--- src/rtl/irq_cascade_pkg.sv ---
// Package: shared constants and the acknowledge routing type for the
// cascaded interrupt resolver. Assumes 8-line resolvers by default.
package irq_cascade_pkg;

    localparam int CORE_LINES   = 8;   // request lines per resolver
    localparam int CASC_DEFAULT = 2;   // lower-resolver line fed by the upper group
    localparam int VEC_WIDTH    = 8;   // width of the returned vector

    // Which source answers an acknowledge
    typedef enum logic [1:0] {
        RT_MASTER      = 2'd0,
        RT_SLAVE       = 2'd1,
        RT_SLAVE_SPUR  = 2'd2,
        RT_MASTER_SPUR = 2'd3
    } ack_route_e;

endpackage

--- src/rtl/irq_prio_pick.sv ---
// Module: irq_prio_pick
// Fixed-priority picker: reports whether any input bit is set and the index
// of the lowest set bit. Purely combinational; assumes LINES is a power of two.
module irq_prio_pick #(
    parameter  int LINES = 8,
    localparam int IDX_W = $clog2(LINES)
) (
    input  logic [LINES-1:0] req_i,
    output logic             vld_o,
    output logic [IDX_W-1:0] idx_o
);

    // Scan from the top so the lowest set bit is the last one written
    always_comb begin
        vld_o = |req_i;
        idx_o = '0;
        for (int i = LINES - 1; i >= 0; i--) begin
            if (req_i[i]) idx_o = IDX_W'(i);
        end
    end

endmodule

--- src/rtl/irq_line_core.sv ---
// Module: irq_line_core
// One resolver of LINES request lines. It keeps the pending bits and the edge
// history, applies acknowledge clears, and names the winning line. When
// CASC_EN is set, line CASC_LINE ignores its request pin. It is latched
// instead by casc_i, a one-shot mark with no edge history. Assumes ack_i is
// only raised for a line that is currently pending.
module irq_line_core #(
    parameter  int LINES     = 8,
    parameter  bit CASC_EN   = 1'b0,
    parameter  int CASC_LINE = 2,
    localparam int IDX_W     = $clog2(LINES)
) (
    input  logic             clk,
    input  logic             rst_n,
    input  logic [LINES-1:0] req_i,
    input  logic [LINES-1:0] lvl_i,
    input  logic             ack_i,
    input  logic [IDX_W-1:0] ack_idx_i,
    input  logic             casc_i,
    output logic             any_nx_o,
    output logic             win_vld_o,
    output logic [IDX_W-1:0] win_idx_o
);

    logic [LINES-1:0] prev_q;
    logic [LINES-1:0] pend_q;
    logic [LINES-1:0] pend_d;
    logic [LINES-1:0] hit;

    // Decode the acknowledge into a one-hot clear mask
    always_comb begin
        hit = ack_i ? (LINES'(1) << ack_idx_i) : '0;
    end

    // Next pending value, line by line
    for (genvar gi = 0; gi < LINES; gi++) begin : g_line
        if (CASC_EN && (gi == CASC_LINE)) begin : g_casc
            logic casc_unused;
            assign casc_unused = req_i[gi] ^ lvl_i[gi] ^ prev_q[gi];
            assign pend_d[gi]  = (pend_q[gi] & ~hit[gi]) | casc_i;
        end else begin : g_req
            assign pend_d[gi] = lvl_i[gi] ? req_i[gi]
                              : ((pend_q[gi] & ~hit[gi]) | (req_i[gi] & ~prev_q[gi]));
        end
    end

    if (!CASC_EN) begin : g_nocasc
        logic casc_in_unused;
        assign casc_in_unused = casc_i;
    end

    // Pending and edge-history registers
    always_ff @(posedge clk) begin
        if (!rst_n) begin
            prev_q <= '0;
            pend_q <= '0;
        end else begin
            prev_q <= req_i;
            pend_q <= pend_d;
        end
    end

    assign any_nx_o = |pend_d;

    irq_prio_pick #(.LINES(LINES)) u_pick (
        .req_i (pend_q),
        .vld_o (win_vld_o),
        .idx_o (win_idx_o)
    );

endmodule

--- src/rtl/irq_vec_sel.sv ---
// Module: irq_vec_sel
// Acknowledge decoder: from the two winners it picks which resolvers to clear
// and forms the vector. The upper bits come from the answering base and the
// low bits from the line, or all ones when nothing is pending. Combinational.
module irq_vec_sel
    import irq_cascade_pkg::*;
#(
    parameter  int LINES     = 8,
    parameter  int CASC_LINE = 2,
    parameter  int VEC_W     = 8,
    localparam int IDX_W     = $clog2(LINES)
) (
    input  logic             ack_i,
    input  logic             m_vld_i,
    input  logic [IDX_W-1:0] m_idx_i,
    input  logic             s_vld_i,
    input  logic [IDX_W-1:0] s_idx_i,
    input  logic [VEC_W-1:0] mbase_i,
    input  logic [VEC_W-1:0] sbase_i,
    output logic             m_ack_o,
    output logic             s_ack_o,
    output logic [VEC_W-1:0] vec_o
);

    localparam logic [IDX_W-1:0] SPUR_IDX = '1;
    localparam logic [IDX_W-1:0] CASC_IDX = IDX_W'(CASC_LINE);

    ack_route_e route;

    // Choose the answering source
    always_comb begin
        if (!m_vld_i)                 route = RT_MASTER_SPUR;
        else if (m_idx_i != CASC_IDX) route = RT_MASTER;
        else if (s_vld_i)             route = RT_SLAVE;
        else                          route = RT_SLAVE_SPUR;
    end

    // Clear commands and vector for the chosen source
    always_comb begin
        m_ack_o = ack_i & m_vld_i;
        s_ack_o = ack_i & (route == RT_SLAVE);
        unique case (route)
            RT_MASTER:     vec_o = {mbase_i[VEC_W-1:IDX_W], m_idx_i};
            RT_SLAVE:      vec_o = {sbase_i[VEC_W-1:IDX_W], s_idx_i};
            RT_SLAVE_SPUR: vec_o = {sbase_i[VEC_W-1:IDX_W], SPUR_IDX};
            default:       vec_o = {mbase_i[VEC_W-1:IDX_W], SPUR_IDX};
        endcase
    end

endmodule

--- src/rtl/irq_cascade_ack.sv ---
// Module: irq_cascade_ack
// Top: two resolvers with the upper group chained into lower line CASC_LINE.
// The processor sees int_o. A one-cycle ack_i is answered one cycle later by
// vec_o with vec_vld_o. Assumes ack_i is a single-cycle strobe.
module irq_cascade_ack
    import irq_cascade_pkg::*;
#(
    parameter  int LINES     = CORE_LINES,
    parameter  int CASC_LINE = CASC_DEFAULT,
    parameter  int VEC_W     = VEC_WIDTH,
    localparam int IDX_W     = $clog2(LINES),
    localparam int TOTAL     = 2 * LINES
) (
    input  logic             clk,
    input  logic             rst_n,
    input  logic [TOTAL-1:0] req_i,
    input  logic [TOTAL-1:0] lvl_i,
    input  logic             ack_i,
    input  logic [VEC_W-1:0] mbase_i,
    input  logic [VEC_W-1:0] sbase_i,
    output logic             int_o,
    output logic [VEC_W-1:0] vec_o,
    output logic             vec_vld_o
);

    logic             m_vld, s_vld;
    logic [IDX_W-1:0] m_idx, s_idx;
    logic             m_ack, s_ack;
    logic             s_any_nx;
    logic             m_any_nx_unused;
    logic [VEC_W-1:0] vec_d;
    logic [VEC_W-1:0] vec_q;
    logic             vld_q;

    // Lower resolver, talks to the processor
    irq_line_core #(.LINES(LINES), .CASC_EN(1'b1), .CASC_LINE(CASC_LINE)) u_master (
        .clk       (clk),
        .rst_n     (rst_n),
        .req_i     (req_i[LINES-1:0]),
        .lvl_i     (lvl_i[LINES-1:0]),
        .ack_i     (m_ack),
        .ack_idx_i (m_idx),
        .casc_i    (s_any_nx),
        .any_nx_o  (m_any_nx_unused),
        .win_vld_o (m_vld),
        .win_idx_o (m_idx)
    );

    // Upper resolver, chained into the lower one
    irq_line_core #(.LINES(LINES), .CASC_EN(1'b0), .CASC_LINE(CASC_LINE)) u_slave (
        .clk       (clk),
        .rst_n     (rst_n),
        .req_i     (req_i[TOTAL-1:LINES]),
        .lvl_i     (lvl_i[TOTAL-1:LINES]),
        .ack_i     (s_ack),
        .ack_idx_i (s_idx),
        .casc_i    (1'b0),
        .any_nx_o  (s_any_nx),
        .win_vld_o (s_vld),
        .win_idx_o (s_idx)
    );

    irq_vec_sel #(.LINES(LINES), .CASC_LINE(CASC_LINE), .VEC_W(VEC_W)) u_sel (
        .ack_i   (ack_i),
        .m_vld_i (m_vld),
        .m_idx_i (m_idx),
        .s_vld_i (s_vld),
        .s_idx_i (s_idx),
        .mbase_i (mbase_i),
        .sbase_i (sbase_i),
        .m_ack_o (m_ack),
        .s_ack_o (s_ack),
        .vec_o   (vec_d)
    );

    // Register the vector and its one-cycle strobe
    always_ff @(posedge clk) begin
        if (!rst_n) begin
            vec_q <= '0;
            vld_q <= 1'b0;
        end else begin
            vld_q <= ack_i;
            if (ack_i) vec_q <= vec_d;
        end
    end

    assign int_o     = m_vld;
    assign vec_o     = vec_q;
    assign vec_vld_o = vld_q;

endmodule

--- config.mk ---
export PLATFORM = sky130hd
export DESIGN_NAME = irq_cascade_ack
export DESIGN_NICKNAME = d
export VERILOG_FILES = /design/src/rtl/irq_cascade_pkg.sv /design/src/rtl/irq_prio_pick.sv /design/src/rtl/irq_line_core.sv /design/src/rtl/irq_vec_sel.sv /design/src/rtl/irq_cascade_ack.sv
export SDC_FILE = /design/constraint.sdc
export NUM_CORES = 1
export LEC_CHECK = 0
export ABC_CLOCK_PERIOD_IN_PS = 2000
export BUFFER_PORTS_ARGS = -buffer_cell sky130_fd_sc_hd__buf_2
export CORE_ASPECT_RATIO = 1.75
export CORE_MARGIN = 3
export CORE_UTILIZATION = 49
export DETAILED_ROUTE_END_ITERATION = 6
export PLACE_DENSITY = 0.84
export SKIP_CTS_REPAIR_TIMING = 1
export SYNTH_ARGS = -nofsm -noshare
export SYNTH_HDL_FRONTEND = slang
export SYNTH_SLANG_ARGS = --single-unit
--- constraint.sdc ---
create_clock -name clk -period 2 [get_ports clk]
set_clock_uncertainty 0.05 [all_clocks]
set_input_delay 0.6 -clock clk [delete_from_list [all_inputs] [get_ports clk]]
set_output_delay 0.6 -clock clk [all_outputs]
set_load 0.01 [all_outputs]
Yosys cells after proc, flatten, opt, wreduce, memory -nomap -nowiden

Index checks and enable logic that the tools add are counted.
Widths: inputs -> output; s select.

Flip-flop bits (word level): 41
Input bits: 51
Word-level logic and storage cells: 132

Equality and inequality tests: 3
Shifts and indexed selects: 2
Multiplexer cells: 37
Bitwise gates (word level): 80
Reduce and logical (&&, ||, !) cells: 4

Operators with widths:

| operator            | count |
|---|---|
| $mux 3              | 16 |
| $and 1x1->1         | 33 |
| $not 1->1           | 31 |
| $pmux 8 s3          | 1 |
| $reduce_or 8->1     | 3 |
| $mux 8              | 2 |
| $or 1x1->1          | 16 |
| $shl 1x3->8 const A | 2 |
| $mux 1              | 15 |
| $mux 2              | 3 |
| $ne 3x2->1 const B  | 1 |
| $eq 2x1->1 const B  | 1 |
| $eq 2x2->1 const B  | 1 |
| $logic_not 2->1     | 1 |

Depth between registers and ports, before layout

Gate-level depths: netlist of the first run.

Depth in word-level cells: 20
Depth in mapped cells: 6

Modules after synthesis

Synthesis of the first run repeated with hierarchy kept, for this count alone.

Cells, all modules: 206
Area, all modules: 1,970.6 um^2

By module, submodules not included:

| module                    | times used | cells each | area each (um^2) |
|---|---|---|---|
| irq_line_core at u_slave  | 1          | 70         | 676.9 |
| irq_line_core at u_master | 1          | 64         | 636.9 |
| irq_cascade_ack           | 1          | 28         | 332.8 |
| irq_prio_pick             | 2          | 13         | 81.3 |
| irq_vec_sel               | 1          | 18         | 161.4 |

Least setup slack after synthesis of the first run

Ideal clock, no wire load.

Path kind: input -> register
Start point: input port ack_i
End point: register u_master.pend_q[4]
Arrival time: 1.721 ns
Data required time: 1.834 ns
Setup slack: 0.113 ns
Stages: 5
Path buffers: 0
Path through: or3b_4 > nor4_2 > a21bo_1 > nand3b_1 > a41o_1

Cells in the longest elaborated chain, start to end: 6

RTL lines:

| item                   | RTL line              | text |
|---|---|---|
| start: declaration     | irq_cascade_ack.sv:18 | `input logic ack_i,` |
| $and 1x1->1            | irq_vec_sel.sv:40     | `m_ack_o = ack_i & m_vld_i;` |
| $mux 8                 | irq_line_core.sv:32   | `hit = ack_i ? (LINES'(1) << ack_idx_i) : '0;` |
| $not 1->1              | irq_line_core.sv:43   | `: ((pend_q[gi] & ~hit[gi]) \| (req_i[gi] & ~prev_q[gi]));` |
| $and 1x1->1            | irq_line_core.sv:43   |  |
| $or 1x1->1             | irq_line_core.sv:43   |  |
| $mux 1                 | irq_line_core.sv:42   | `assign pend_d[gi] = lvl_i[gi] ? req_i[gi]` |
| end signal: assignment | irq_line_core.sv:59   | `pend_q <= pend_d;` |
| end: declaration       | irq_line_core.sv:26   | `logic [LINES-1:0] pend_q;` |

Every way passes these cells.
A chain may end at the register's enable or synchronous reset.

Worst setup path in the final report of the first run

Start point: register u_master.pend_q[4]
End point: output port int_o

Cells in the longest elaborated chain, start to end: 1

RTL lines:

| item             | RTL line              | text |
|---|---|---|
| $reduce_or 8->1  | irq_prio_pick.sv:15   | `vld_o = \|req_i;` |
| end: declaration | irq_cascade_ack.sv:21 | `output logic int_o,` |

Every way passes these cells.

==> run metrics, run 1 <==
Crit path max-delay family simple AND/OR/NAND/NOR gates; hold path start vec_o[6]$_SDFFE_PN0P_; Die X a little over 50 um; worst setup margin between 0.08 and 0.09 ns; vias 1,673; crit path capture type primary output; Post-Syn Area 1733 sq um; final setup violation count 0; Post-Layout Cell Count between 300 and 400; CP startpoint kind flop; RR Startpoint u_slave.pend_q[1]$_SDFF_PN0_; Util after Layout 0.6557; router iterations before antenna repair 4; Syn Nets 260; leakage between 0.0009 and 0.001 uW; Post-DRT Antenna Nets 0; CP Data Required Time approximately 1.4 ns; Critical R2R Capture u_master.pend_q[2]$_SDFF_PN0_; Async SR Flop Fraction 0; Longest Clk Path Bufs 2; CTS Buf Count 5; Final Hold Viols 0; slowest stage cell, crit path dfxtp_1; critical path fanouts, max 4; initial antenna violation count 0; TritonCTS clock tree yes; Row Count 28; DR WL/cell around 13 um; Max IR drop VDD between 0.6 and 0.7 mV; Diodes inserted 0; Hold Crit Endpoint vec_o[6]$_SDFFE_PN0P_; area delta synth->final 28.59%; Initial DRC Count 28; status complete, no violations; Post-synth top flop dfxtp_1; Max Fclk 522.8 MHz; post-synthesis sequential area ratio 0.4621; hold slack between 0.4 and 0.5 ns; vias in the first global route 1,700; IO Pins 61; leading cell type in the layout, fill and taps excluded buf_2; pre-CTS setup slack -0.09681 ns; Multi-input gate area between 800 and 900 sq um; number of fill cells in the layout 315; count of nets after finishing about 330; clk sinks 40; max cap viols 0; worst reg-to-reg setup slack 0.19 ns; Worst R2R Path Depth 5; Post-synth EDFFs 0; slowest stage delay, CP roughly 0.36 ns; die extent in y between 80 and 90 um; Via density roughly 5.2; Residual DRC 0; Synth Register Bits 40; Initial Util 0.5099; hold crit path type reg2reg; WL final between 4000 and 5000 um; synth warn 0; dpl hpwl ~3200 um; most frequent cells in the layout buf_2, dfxtp_1, nor2_1; syn_area_per_cell a little over 8 sq um; Setup CP Type reg2out; Routability Congestion between 0.8 and 0.9; Seq. cell area 800.8 sq um; die area ~4300 sq um; power per cell area between 700 and 800 nW/um^2; Root Buffer clkbuf_8; Gate Count Post-Synth 209; pin count of the biggest net entering global routing 17; setup_tns 0 ns; All-Layer GR Usage 0.2089; CP arrival 1.26 ns; Port-buffer cells 52; part of the cycle the worst path needs 0.9565; Critical path buffers and inverters 1; Core Area between 3000 and 4000 sq um; Tmin final around 1.9 ns; critical path cell sequence nor4_4 -> nand3_2 -> buf_2; worst-margin pin slew 0.3867 ns; global-route wire length before repair slightly below 7000 um; Worst-path clk slew ~0.070 ns; max-slew violations 0; worst hold stages 2; post-synthesis cell type count 35; share of layout cells above drive strength 1 0.2774; Max transition margin 0.7400; placed insts 310; H-tree depth 2; clk_lat worst skew between 0.2 and 0.3 ns; Remaining Overflow, GRT 0
-- worst register-to-register path: cells and delay by family, from the launching register on --
family	cells	cell delay [ns]
compound gates	3	0.48
flops	1	0.31
simple gates	2	0.83
-- where the power goes --
part / internal [uW] / switching [uW]
clock: 307 / 260
sequential: 850 / 34.8
combinational: 137 / 144
-- flip-flops by register name, indices dropped and copies added, names as in the netlist --
signal / flops
u_master.pend_q: 8
u_master.prev_q: 7
u_slave.pend_q: 8
u_slave.prev_q: 8
vec_o: 8
vec_vld_o: 1
-- cell usage after synthesis, types with 2 or more instances --
cell type | n | area, sq um
nor3_1 | 2 | 10.01
o31ai_1 | 6 | 45.04
nand3_1 | 10 | 50.05
nor4_1 | 3 | 18.77
o211ai_1 | 2 | 15.01
a21oi_1 | 10 | 50.05
nand2b_1 | 10 | 62.56
nor2b_1 | 3 | 18.77
inv_1 | 18 | 67.56
clkbuf_1 | 5 | 18.77
o31a_1 | 2 | 17.52
o21ai_1 | 4 | 20.02
a211oi_1 | 2 | 15.01
a311oi_1 | 6 | 52.55
a31oi_1 | 3 | 18.77
nand2_1 | 11 | 41.29
o21ai_0 | 12 | 60.06
and2_1 | 19 | 118.9
dfxtp_1 | 40 | 800.8
nor2_1 | 25 | 93.84
o21bai_1 | 2 | 15.01
-- cell type report --
class                           instances  share of cell area
Clock buffer                            7             0.04323
Multi-Input combinational cell        144              0.3829
Timing Repair Buffer                   64              0.1572
Tap cell                               45             0.02527
Sequential cell                        40              0.3593
Inverter                               19             0.03200
-- per-stage QoR --
step           power, uW  instance area (sq um)
6_report            1733                   2228
3_3_place_gp        1161                   2097
3_5_place_dp        1169                   2097
4_1_cts             1731                   2193
2_1_floorplan       1051                   1733
5_1_grt             1818                   2228
-- cell families after synthesis --
kind of cell           share of synthesized area
DFF                                       0.4621
AOI/OAI and AO/OA                         0.2087
and+or+nand+nor                           0.2722
buffers and inverters                    0.05704
-- worst max-delay path by stage --
stage | start | end | slack (ns) | cells past startpoint
2_1_floorplan | ack_i | u_master.pend_q[4]$_SDFF_PN0_ | 0.11 | 5
3_3_place_gp | ack_i | u_master.pend_q[4]$_SDFF_PN0_ | -0.03 | 6
3_5_place_dp | ack_i | u_master.pend_q[4]$_SDFF_PN0_ | -0.1 | 6
4_1_cts | u_master.pend_q[6]$_SDFF_PN0_ | int_o | -0.20 | 3
5_1_grt | u_master.pend_q[4]$_SDFF_PN0_ | int_o | -0.006 | 3
6_report | u_master.pend_q[4]$_SDFF_PN0_ | int_o | 0.09 | 3
-- per-layer routing --
layer	vias to the layer above	global-route usage	wire [um]
li1	856	-	-
met1	765	0.2009	1506
met2	41	0.3843	2299
met3	11	0.05151	194
met4	0	0.1176	114
met5	-	0	0
Note: power is estimated with default switching activity, not from simulation.
==> run 2, diff against run 1 <==
CORE_MARGIN = not set   (was 3)
==> run metrics, run 2 (same netlist as run 1, synthesis figures left out) <==
status complete, no violations; Diodes inserted 0; worst setup margin 0.07375 ns; Initial DRC Count between 50 and 60; Max Fclk slightly above 500 MHz; CTS Buf Count 5; critical path fanouts, max 4; clk_lat worst skew 0.29 ns; H-tree depth 2; vias between 1,500 and 2,000; Crit path max-delay family simple AND/OR/NAND/NOR gates; max cap viols 0; clk sinks 40; unrepaired setup endpoints after global routing false; Residual DRC 0; Post-Layout Cell Count 320; Critical path buffers and inverters 1; Tmin final 1.926 ns; worst-margin pin slew roughly 0.4 ns; initial antenna violation count 0; leading cell type in the layout, fill and taps excluded buf_2; TritonCTS clock tree yes; crit path capture type primary output; final setup violation count 0; Post-DRT Antenna Nets 0; CP Data Required Time around 1.4 ns; vias in the first global route roughly 1,500; die extent in y 80.67 um; pre-CTS setup slack -0.05447 ns; DR WL/cell about 12 um; most frequent cells in the layout buf_2, dfxtp_1, nor2_1; Routability Congestion 0.8662; Root Buffer clkbuf_8; All-Layer GR Usage 0.2276; share of layout cells above drive strength 1 0.2727; global-route wire length before repair a little over 6000 um; dpl hpwl 2885 um; Longest Clk Path Bufs 2; Max IR drop VDD just over 0.6 mV; CP startpoint kind flop; area delta synth->final 28.23%; die area 3788 sq um; slowest stage delay, CP approximately 0.36 ns; Util after Layout 0.6607; router iterations before antenna repair 4; slowest stage cell, crit path dfxtp_1; max-slew violations 0; WL final roughly 3800 um; Port-buffer cells 52; Remaining Overflow, GRT 0; power per cell area slightly below 800 nW/um^2; Max transition margin 0.7245; leakage roughly 0.00098 uW; IO Pins between 60 and 70; number of fill cells in the layout about 300; critical path cell sequence nor4_4 -> nand3_2 -> buf_2; CP arrival roughly 1.3 ns; pin count of the biggest net entering global routing 17; part of the cycle the worst path needs 0.9631; Via density slightly above 5; Core Area 3363 sq um; Setup CP Type reg2out; placed insts 311; Die X around 47 um; Worst-path clk slew 0.07 ns; Initial Util 0.5153; Final Hold Viols 0; hold crit path type reg2reg; count of nets after finishing 325; Row Count 28
[run 2: cell count changes in the layout (fill, tap and decap cells not counted), sizes merged]
cell    previous run  this run
clkbuf             7         8
[run 2: power by group]
group | internal (uW) | total, uW | switching (uW)
Combinational | 137 | 279 | 142
Clock | 281 | 546 | 265
Sequential | 850 | 883 | 33.7
Total | 1270 | 1710 | 441
[run 2: path summary, 6_finish.rpt]
path | start | endpoint | slack [ns] | cells past startpoint
setup / recovery | u_master.pend_q[4]$_SDFF_PN0_ | int_o | 0.07 | 3
hold / removal | vec_o[4]$_SDFFE_PN0P_ | vec_o[4]$_SDFFE_PN0P_ | 0.43 | 2
setup reg to reg | u_slave.pend_q[1]$_SDFF_PN0_ | u_master.pend_q[2]$_SDFF_PN0_ | 0.23 | 5
hold reg to reg | vec_o[4]$_SDFFE_PN0P_ | vec_o[4]$_SDFFE_PN0P_ | 0.43 | 2
[run 2: per-stage QoR]
stage | hold WS [ns] | instance area (sq um) | setup TNS (ns) | power, uW
floorplan | 0.4048 | 1733 | 0 | 1051
global placement | 0.4188 | 2105 | -0.03515 | 1161
detailed placement | 0.4253 | 2105 | -0.05447 | 1168
CTS | 0.4352 | 2195 | -0.1711 | 1709
global route | 0.4509 | 2222 | 0 | 1801
finish | 0.4318 | 2222 | 0 | 1709
[run 2: layout make-up]
cell class | count | area, sq um | area share
well taps | 45 | 56.30 | 0.02534
clock buffers | 8 | 90.09 | 0.04054
multi-input cells | 144 | 853.3 | 0.3840
flip-flops and latches | 40 | 800.8 | 0.3604
repair buffers | 64 | 350.3 | 0.1577
inverters | 19 | 71.32 | 0.03209
[run 2: tightest hold or removal path: stages, from the launching register on]
cell	delay [ns]
dfxtp_1	0.31
nor2_1	0.08
a311oi_1	0.05
[run 2: metal layers]
layer | track usage | share of wire | vias up
met5 | 0 | 0 | -
met4 | 0.1057 | 0.025 | 0
met3 | 0.06966 | 0.041 | 11
met2 | 0.3986 | 0.55 | 37
met1 | 0.2309 | 0.39 | 752
li1 | - | - | 859
==> run 3, diff against run 2 <==
PLACE_DENSITY = 0.77   (was 0.84)
==> run metrics, run 3 (same netlist as run 1, synthesis figures left out) <==
status complete, no violations; vias in the first global route around 1,600; worst hold stages 2; All-Layer GR Usage 0.2213; pin count of the biggest net entering global routing 17; crit path capture type primary output; dpl hpwl between 2000 and 3000 um; Worst-path clk slew roughly 0.07 ns; share of layout cells above drive strength 1 0.2888; TritonCTS clock tree yes; part of the cycle the worst path needs 0.9666; max cap viols 0; DR WL/cell between 10 and 15 um; Max Fclk ~520 MHz; final setup violation count 0; area delta synth->final 29.89%; clk_lat worst skew about 0.29 ns; Cell Area, Placed approximately 2100 sq um; Setup CP Type reg2out; CTS Buf Count 5; H-tree depth 2; Tmin final ~1.9 ns; max-slew violations 0; Remaining Overflow, GRT 0; CP Data Required Time roughly 1.4 ns; CP arrival roughly 1.3 ns; Routability Congestion about 0.86; hold crit path type reg2reg; leakage roughly 0.0010 uW; Root Buffer clkbuf_8; Port-buffer cells 52; clk sinks 40; CP startpoint kind flop; IO Pins roughly 60; critical path fanouts, max 4; Residual DRC 0; vias about 1,700; Longest Clk Path Bufs 2; post-route cell area roughly 2300 sq um; Diodes inserted 0; initial antenna violation count 0; Max IR drop VDD around 0.72 mV; Multi-input gate area 858.3 sq um; number of fill cells in the layout between 300 and 400; hold slack between 0.4 and 0.5 ns; Initial Util 0.5153; Die X 46.96 um; Max transition margin 0.7234; power per cell area between 700 and 800 nW/um^2; setup_tns 0 ns; worst-margin pin slew 0.4114 ns; Seq. cell area 803.3 sq um; Util after Layout 0.6693; global-route wire length before repair slightly above 6000 um; die area approximately 3800 sq um; Via density between 5 and 6; most frequent cells in the layout buf_2, dfxtp_1, nor2_1; Initial DRC Count 26; Post-DRT Antenna Nets 0; die extent in y approximately 81 um; WL final around 3800 um; router iterations before antenna repair 4; count of nets after finishing around 330; Worst R2R Path Depth 5; Final Hold Viols 0; Core Area approximately 3400 sq um; Row Count 28; leading cell type in the layout, fill and taps excluded buf_2
[run 3: cell count changes in the layout (fill, tap and decap cells not counted)]
| cell | previous run | this run |
|---|---|---|
| buf_2 | 52 | 51 |
| buf_4 | 12 | 14 |
| buf_6 | 0 | 1 |
| dfxtp_1 | 40 | 38 |
| dfxtp_2 | 0 | 2 |
| nand3_2 | 1 | 0 |
| nand3_4 | 0 | 1 |
| nor4_1 | 2 | 1 |
| nor4_2 | 1 | 3 |
| nor4_4 | 1 | 0 |
[run 3: path summary, 6_finish.rpt]
kind / from / endpoint / slack [ns]
setup / recovery: u_master.pend_q[4]$_SDFF_PN0_ / int_o / 0.07
hold / removal: vec_o[5]$_SDFFE_PN0P_ / vec_o[5]$_SDFFE_PN0P_ / 0.43
setup reg to reg: u_slave.pend_q[1]$_SDFF_PN0_ / u_master.pend_q[2]$_SDFF_PN0_ / 0.19
hold reg to reg: vec_o[5]$_SDFFE_PN0P_ / vec_o[5]$_SDFFE_PN0P_ / 0.43
[run 3: area by class of cell]
| class | instances | area share |
|---|---|---|
| sequential | 40 | 0.3569 |
| multi-input combinational | 144 | 0.3813 |
| clock buffer | 8 | 0.04002 |
| timing repair buffer | 66 | 0.1651 |
| inverter | 19 | 0.03168 |
| tap | 45 | 0.02501 |
[run 3: routing by layer]
layer,track usage,part of all wire,up-vias
met4,0.09714,0.026,0
li1,-,-,862
met5,0,0,-
met2,0.4194,0.55,42
met1,0.2039,0.39,770
met3,0.05393,0.035,9
[run 3: critical path, stage by stage, from the launching register on]
cell	delay, ns
dfxtp_2	0.34
nor4_2	0.28
buf_4	0.17
nand3_4	0.07
buf_6	0.13
[run 3: power by group]
| group | total, uW | switching [uW] | internal [uW] |
|---|---|---|---|
| combinational | 286 | 145 | 140 |
| sequential | 883 | 33.0 | 850 |
| clock | 542 | 261 | 281 |
| total | 1710 | 439 | 1270 |
[run 3: metrics by stage]
step	std cells	power (uW)	setup WS (ns)
floorplan	209	1051	0.1128
global placement	313	1167	-0.02362
detailed placement	313	1172	-0.04768
CTS	321	1713	-0.03020
global route	322	1792	-0.02213
finish	322	1711	0.06684
